[src/rtl/irq_vic_pkg.sv]
package irq_vic_pkg;
  typedef enum logic [1:0] {
    ST_IDLE  = 2'd0,
    ST_WAIT  = 2'd1,
    ST_ISSUE = 2'd2
  } vic_state_e;

  localparam logic [1:0] ADDR_EN  = 2'd0;
  localparam logic [1:0] ADDR_CLR = 2'd1;
  localparam logic [1:0] ADDR_GIE = 2'd2;
endpackage

[src/rtl/irq_vic_cfg.sv]
module irq_vic_cfg #(
  parameter int NUM_SRC = 8
) (
  input  logic               clk,
  input  logic               rst,
  input  logic               reg_we,
  input  logic [1:0]         reg_addr,
  input  logic [NUM_SRC-1:0] reg_wdata,
  output logic [NUM_SRC-1:0] en_q,
  output logic [NUM_SRC-1:0] clr_sw,
  output logic               gie_wr,
  output logic               gie_wval
);
  import irq_vic_pkg::*;

  always_ff @(posedge clk) begin
    if (rst) begin
      en_q <= '0;
    end else if (reg_we && reg_addr == ADDR_EN) begin
      en_q <= reg_wdata;
    end
  end

  always_comb begin
    clr_sw   = (reg_we && reg_addr == ADDR_CLR) ? reg_wdata : '0;
    gie_wr   = reg_we && (reg_addr == ADDR_GIE);
    gie_wval = reg_wdata[0];
  end
endmodule

[src/rtl/irq_vic_src.sv]
module irq_vic_src #(
  parameter int               NUM_SRC    = 8,
  parameter logic [NUM_SRC-1:0] LEVEL_MASK = '0
) (
  input  logic               clk,
  input  logic               rst,
  input  logic [NUM_SRC-1:0] irq_in,
  input  logic [NUM_SRC-1:0] clr_sw,
  input  logic [NUM_SRC-1:0] clr_hw,
  output logic [NUM_SRC-1:0] req_raw
);
  localparam logic [NUM_SRC-1:0] EDGE_MASK = ~LEVEL_MASK;

  logic [NUM_SRC-1:0] prev_q;
  logic [NUM_SRC-1:0] pend_q;
  logic [NUM_SRC-1:0] rise;

  assign rise = irq_in & ~prev_q;

  always_ff @(posedge clk) begin
    if (rst) begin
      prev_q <= '0;
      pend_q <= '0;
    end else begin
      prev_q <= irq_in;
      // a fresh edge in the same cycle as a clear wins
      pend_q <= ((pend_q & ~(clr_sw | clr_hw)) | rise) & EDGE_MASK;
    end
  end

  assign req_raw = (pend_q & EDGE_MASK) | (irq_in & LEVEL_MASK);
endmodule

[src/rtl/irq_vic_prio.sv]
module irq_vic_prio #(
  parameter int NUM_SRC = 8,
  localparam int IDX_W  = (NUM_SRC > 1) ? $clog2(NUM_SRC) : 1
) (
  input  logic [NUM_SRC-1:0] req,
  output logic               any,
  output logic [IDX_W-1:0]   idx
);
  always_comb begin
    any = 1'b0;
    idx = '0;
    for (int i = NUM_SRC - 1; i >= 0; i--) begin
      if (req[i]) begin
        any = 1'b1;
        idx = IDX_W'(i);
      end
    end
  end
endmodule

[src/rtl/irq_vic_seq.sv]
module irq_vic_seq #(
  parameter int NUM_SRC     = 8,
  parameter int LAT_CYC     = 4,
  parameter int SLEEP_EXTRA = 4,
  localparam int IDX_W  = (NUM_SRC > 1) ? $clog2(NUM_SRC) : 1,
  localparam int LAT_MX = LAT_CYC + SLEEP_EXTRA,
  localparam int CNT_W  = $clog2(LAT_MX + 1)
) (
  input  logic             clk,
  input  logic             rst,
  input  logic             any_req,
  input  logic [IDX_W-1:0] win_idx,
  input  logic             core_sleep,
  input  logic             core_ack,
  input  logic             reti_pulse,
  input  logic             instr_retire,
  input  logic             gie_wr,
  input  logic             gie_wval,
  output logic             take,
  output logic             gie_q,
  output logic             req_valid,
  output logic [IDX_W-1:0] vector_idx
);
  import irq_vic_pkg::*;

  vic_state_e       state_q;
  logic [CNT_W-1:0] cnt_q;
  logic             armed_q;

  assign take = (state_q == ST_IDLE) && gie_q && armed_q && any_req;

  always_ff @(posedge clk) begin
    if (rst) begin
      gie_q   <= 1'b0;
      armed_q <= 1'b1;
    end else begin
      if (take)            gie_q <= 1'b0;
      else if (reti_pulse) gie_q <= 1'b1;
      else if (gie_wr)     gie_q <= gie_wval;

      if (reti_pulse)        armed_q <= 1'b0;
      else if (instr_retire) armed_q <= 1'b1;
    end
  end

  always_ff @(posedge clk) begin
    if (rst) begin
      state_q    <= ST_IDLE;
      cnt_q      <= '0;
      req_valid  <= 1'b0;
      vector_idx <= '0;
    end else begin
      unique case (state_q)
        ST_IDLE: begin
          if (take) begin
            state_q    <= ST_WAIT;
            vector_idx <= win_idx;
            cnt_q      <= core_sleep ? CNT_W'(LAT_MX - 1) : CNT_W'(LAT_CYC - 1);
          end
        end
        ST_WAIT: begin
          if (cnt_q == '0) begin
            state_q   <= ST_ISSUE;
            req_valid <= 1'b1;
          end else begin
            cnt_q <= cnt_q - 1'b1;
          end
        end
        ST_ISSUE: begin
          if (core_ack) begin
            state_q   <= ST_IDLE;
            req_valid <= 1'b0;
          end
        end
        default: state_q <= ST_IDLE;
      endcase
    end
  end
endmodule

[src/rtl/irq_vic.sv]
module irq_vic #(
  parameter int                 NUM_SRC     = 8,
  parameter logic [NUM_SRC-1:0] LEVEL_MASK  = 8'hC0,
  parameter int                 LAT_CYC     = 4,
  parameter int                 SLEEP_EXTRA = 4,
  localparam int IDX_W = (NUM_SRC > 1) ? $clog2(NUM_SRC) : 1
) (
  input  logic               clk,
  input  logic               rst,
  input  logic [NUM_SRC-1:0] irq_in,
  input  logic               core_sleep,
  input  logic               core_ack,
  input  logic               reti_pulse,
  input  logic               instr_retire,
  input  logic               reg_we,
  input  logic [1:0]         reg_addr,
  input  logic [NUM_SRC-1:0] reg_wdata,
  output logic               req_valid,
  output logic [IDX_W-1:0]   vector_idx
);
  logic [NUM_SRC-1:0] en_q;
  logic [NUM_SRC-1:0] clr_sw;
  logic [NUM_SRC-1:0] clr_hw;
  logic [NUM_SRC-1:0] req_raw;
  logic               gie_wr;
  logic               gie_wval;
  logic               any_req;
  logic [IDX_W-1:0]   win_idx;
  logic               take;
  logic               gie_q;

  irq_vic_cfg #(.NUM_SRC(NUM_SRC)) u_cfg (
    .clk(clk), .rst(rst), .reg_we(reg_we), .reg_addr(reg_addr),
    .reg_wdata(reg_wdata), .en_q(en_q), .clr_sw(clr_sw),
    .gie_wr(gie_wr), .gie_wval(gie_wval)
  );

  irq_vic_src #(.NUM_SRC(NUM_SRC), .LEVEL_MASK(LEVEL_MASK)) u_src (
    .clk(clk), .rst(rst), .irq_in(irq_in), .clr_sw(clr_sw),
    .clr_hw(clr_hw), .req_raw(req_raw)
  );

  irq_vic_prio #(.NUM_SRC(NUM_SRC)) u_prio (
    .req(req_raw & en_q), .any(any_req), .idx(win_idx)
  );

  irq_vic_seq #(.NUM_SRC(NUM_SRC), .LAT_CYC(LAT_CYC), .SLEEP_EXTRA(SLEEP_EXTRA)) u_seq (
    .clk(clk), .rst(rst), .any_req(any_req), .win_idx(win_idx),
    .core_sleep(core_sleep), .core_ack(core_ack), .reti_pulse(reti_pulse),
    .instr_retire(instr_retire), .gie_wr(gie_wr), .gie_wval(gie_wval),
    .take(take), .gie_q(gie_q), .req_valid(req_valid), .vector_idx(vector_idx)
  );

  assign clr_hw = take ? (NUM_SRC'(1) << win_idx) : '0;
endmodule

[config.mk]
export PLATFORM = sky130hd
export DESIGN_NAME = irq_vic
export DESIGN_NICKNAME = d
export VERILOG_FILES = /design/src/rtl/irq_vic_pkg.sv /design/src/rtl/irq_vic_cfg.sv /design/src/rtl/irq_vic_src.sv /design/src/rtl/irq_vic_prio.sv /design/src/rtl/irq_vic_seq.sv /design/src/rtl/irq_vic.sv
export SDC_FILE = /design/constraint.sdc
export NUM_CORES = 1
export LEC_CHECK = 0
export BUFFER_PORTS_ARGS = -buffer_cell sky130_fd_sc_hd__buf_4
export CAP_MARGIN = 20
export CORE_ASPECT_RATIO = 0.5
export CORE_UTILIZATION = 24
export DETAILED_ROUTE_END_ITERATION = 8
export GPL_TIMING_DRIVEN = 1
export PLACE_DENSITY = 0.46
export SETUP_SLACK_MARGIN = 0.02
export SKIP_CTS_REPAIR_TIMING = 1
export SLEW_MARGIN = 20
export SYNTH_ARGS = -nofsm -noshare
export SYNTH_HDL_FRONTEND = slang
export SYNTH_HIERARCHICAL = 1
export SYNTH_SLANG_ARGS = --single-unit
[constraint.sdc]
create_clock -name clk -period 2.3 [get_ports clk]
set_clock_uncertainty 0.1 [all_clocks]
set_input_delay 0.115 -clock clk [delete_from_list [all_inputs] [get_ports clk]]
set_output_delay 0.115 -clock clk [all_outputs]
set_load 0.01 [all_outputs]
==> results.sh <==
export IMPL_critPathLaunchType="flop"
export IMPL_seqCellArea_sq_um=641
export IMPL_hpwl_um=2540
export IMPL_finalSetupViolCount=0
export IMPL_worstHoldPathType="primary input to flop"
export IMPL_io_pins=29
export IMPL_whs_ns=-0.0302
export IMPL_finalCritPeriodShare_pct=94.7
export IMPL_clk_latency_ns=0.28
export IMPL_cp_num_buf_inv=0
export IMPL_synth_area_sq_um=1650
export IMPL_fillers=657
export IMPL_multi_input_area_sq_um=952
export IMPL_vias=1340
export IMPL_grt_pass1_vias=1261
export IMPL_slew_headroom_pct=68.7
export IMPL_routed_via_density=4.48
export IMPL_htreeDepth=2
export IMPL_gp_congestion=0.741
export IMPL_slew_viol_final=0
export IMPL_track_usage_pct=10.9
export IMPL_drv_cap=0
export IMPL_core_sq_um=6330
export IMPL_syn2layout_area_growth_pct=30.3
export IMPL_p_per_area_nw_per_um2=664
export IMPL_path_delay_family="simple AND/OR/NAND/NOR gates"
export IMPL_dieArea_sq_um=7220
export IMPL_wl_per_cell_um=12.3
export IMPL_firstDrtPassIters=4
export IMPL_cts_sinks=32
export IMPL_synthesis_nets=202
export IMPL_grt_max_degree=43
export IMPL_max_freq_ghz=0.459
export IMPL_clockBufferDepth=2
export IMPL_port_buffers=28
export IMPL_cp_cell_sequence="and2_1 > nor4_2 > nand2_1 > nand3_2 > nor2_2 > and4b_2 > or3b_1 > a21oi_2"
export IMPL_clkTransAtPathRegs_ns=0.05
export IMPL_synth_warnings=6
export IMPL_cpPeakStageDelay_ns=0.39
export IMPL_status="finished with violations"
export IMPL_start_util_pct=26.0
export IMPL_drcViolationCount=0
export IMPL_num_rows=20
export IMPL_dp_slack_ns=0.0557
export IMPL_drtIter0Drc=44
export IMPL_cts_root_buf="clkbuf_16"
export IMPL_final_antenna_net_count=0
export IMPL_tightest_slew_ns=0.469
export IMPL_dpl_cell_count=286
export IMPL_avgSynthCellArea_sq_um=9.36
export IMPL_cp_arrival_ns=2.29
export IMPL_fin_nets=236
export IMPL_slowest_stage="or3b_1"
export IMPL_path_class="flop to flop"
export IMPL_worst_slack_ns=0.121
export IMPL_instances_no_fill=299
export IMPL_diodes=0
export IMPL_antenna_found_initial=0
export IMPL_p_leak_nw=0.837
export IMPL_ir_worst_vdd_mv=0.255
export IMPL_grt_ovfl_total=0
export IMPL_drive_above_1_share_pct=27.0
export IMPL_numCtsBuffers=5
export IMPL_total_power_w=0.00143
export IMPL_endpoint_kind="flop"
export IMPL_grt_pass1_wl_um=5890
export IMPL_fin_area_sq_um=2150
export IMPL_worstPathMaxFanout=8
export IMPL_grt_setup_unrepaired="true"
export IMPL_cts_tree="done"
export IMPL_die_w_um=119
export IMPL_drt_wl_total_um=3670
export IMPL_die_h_um=60.6
export IMPL_postSynthCellCount=176
export IMPL_worstPathRequired_ns=2.41
export IMPL_placed_area_sq_um=1930
export IMPL_min_period_ns=2.18
export IMPL_violations="negative hold slack"
export IMPL_hold_viol_final=3
## worst paths after layout
kind | from | to | slack [ns] | cells after the start
max | u_src/pend_q[4]$_SDFF_PP0_ | u_src/pend_q[5]$_SDFF_PP0_ | 0.12 | 8
min | irq_in[4] | u_src/prev_q[4]$_SDFF_PP0_ | -0.03 | 2
max reg2reg | u_src/pend_q[4]$_SDFF_PP0_ | u_src/pend_q[5]$_SDFF_PP0_ | 0.12 | 8
min reg2reg | u_cfg/en_q[5]$_SDFFE_PP0P_ | u_cfg/en_q[5]$_SDFFE_PP0P_ | 0.37 | 2
## routing by layer
layer	up-vias	global-route usage (%)	wire length, um	share of wire (%)
met1	630	13.7	1880	51
met3	7	3.67	141	3.8
met2	22	16.5	1590	43
met5	-	0	0	0
met4	0	6.51	65	1.8
li1	681	-	-	-
## flip-flops by register name, indices dropped and copies added (netlist names)
register and count:
u_seq/cnt_q 4, u_src/pend_q 6, u_cfg/en_q 8, u_seq/armed_q 1, u_seq/vector_idx 3, u_src/prev_q 6
u_seq/req_valid 1, u_seq/gie_q 1, u_seq/state_q 2
## final cells by class
| type | count | area share, % |
|---|---|---|
| clock buffers | 8 | 6.82 |
| repair buffers | 36 | 13.2 |
| well taps | 88 | 5.13 |
| inverters | 4 | 0.699 |
| multi-input cells | 131 | 44.3 |
| flip-flops and latches | 32 | 29.8 |
## stage by stage
step,utilization [%],setup TNS (ns)
after floorplan,-,0
after global placement,30.6,0
after detailed placement,30.6,0
after CTS,32.9,0
after global routing,33.9,-0.00213
final,33.9,0
## layout by cell type (no fill, tap or decap), types with 2 or more instances in the layout
cell type and n:
o21bai_1 3, dfxtp_1 32, and2_1 15, a31o_1 2
dlygate4sd3_1 5, buf_4 31, and4bb_1 2, nand3_1 4
nand2b_1 24, a211oi_1 2, nor3_1 2, o21ai_0 5
mux2i_1 10, and3b_2 2, inv_1 4, and4bb_2 2
a21oi_2 6, clkbuf_1 2, nor2b_1 9, clkbuf_16 5
a21oi_1 8, nor2_1 8, nor4_2 2, or3b_1 6
## power by group
group | switching, W | leakage [nW] | internal, W
clock | 0.000229 | 0.0712 | 0.000431
combinational | 0.0000770 | 0.503 | 0.0000931
sequential | 0.0000134 | 0.263 | 0.000582
total | 0.000320 | 0.837 | 0.00111
Note: power is estimated with default switching activity, not from simulation.
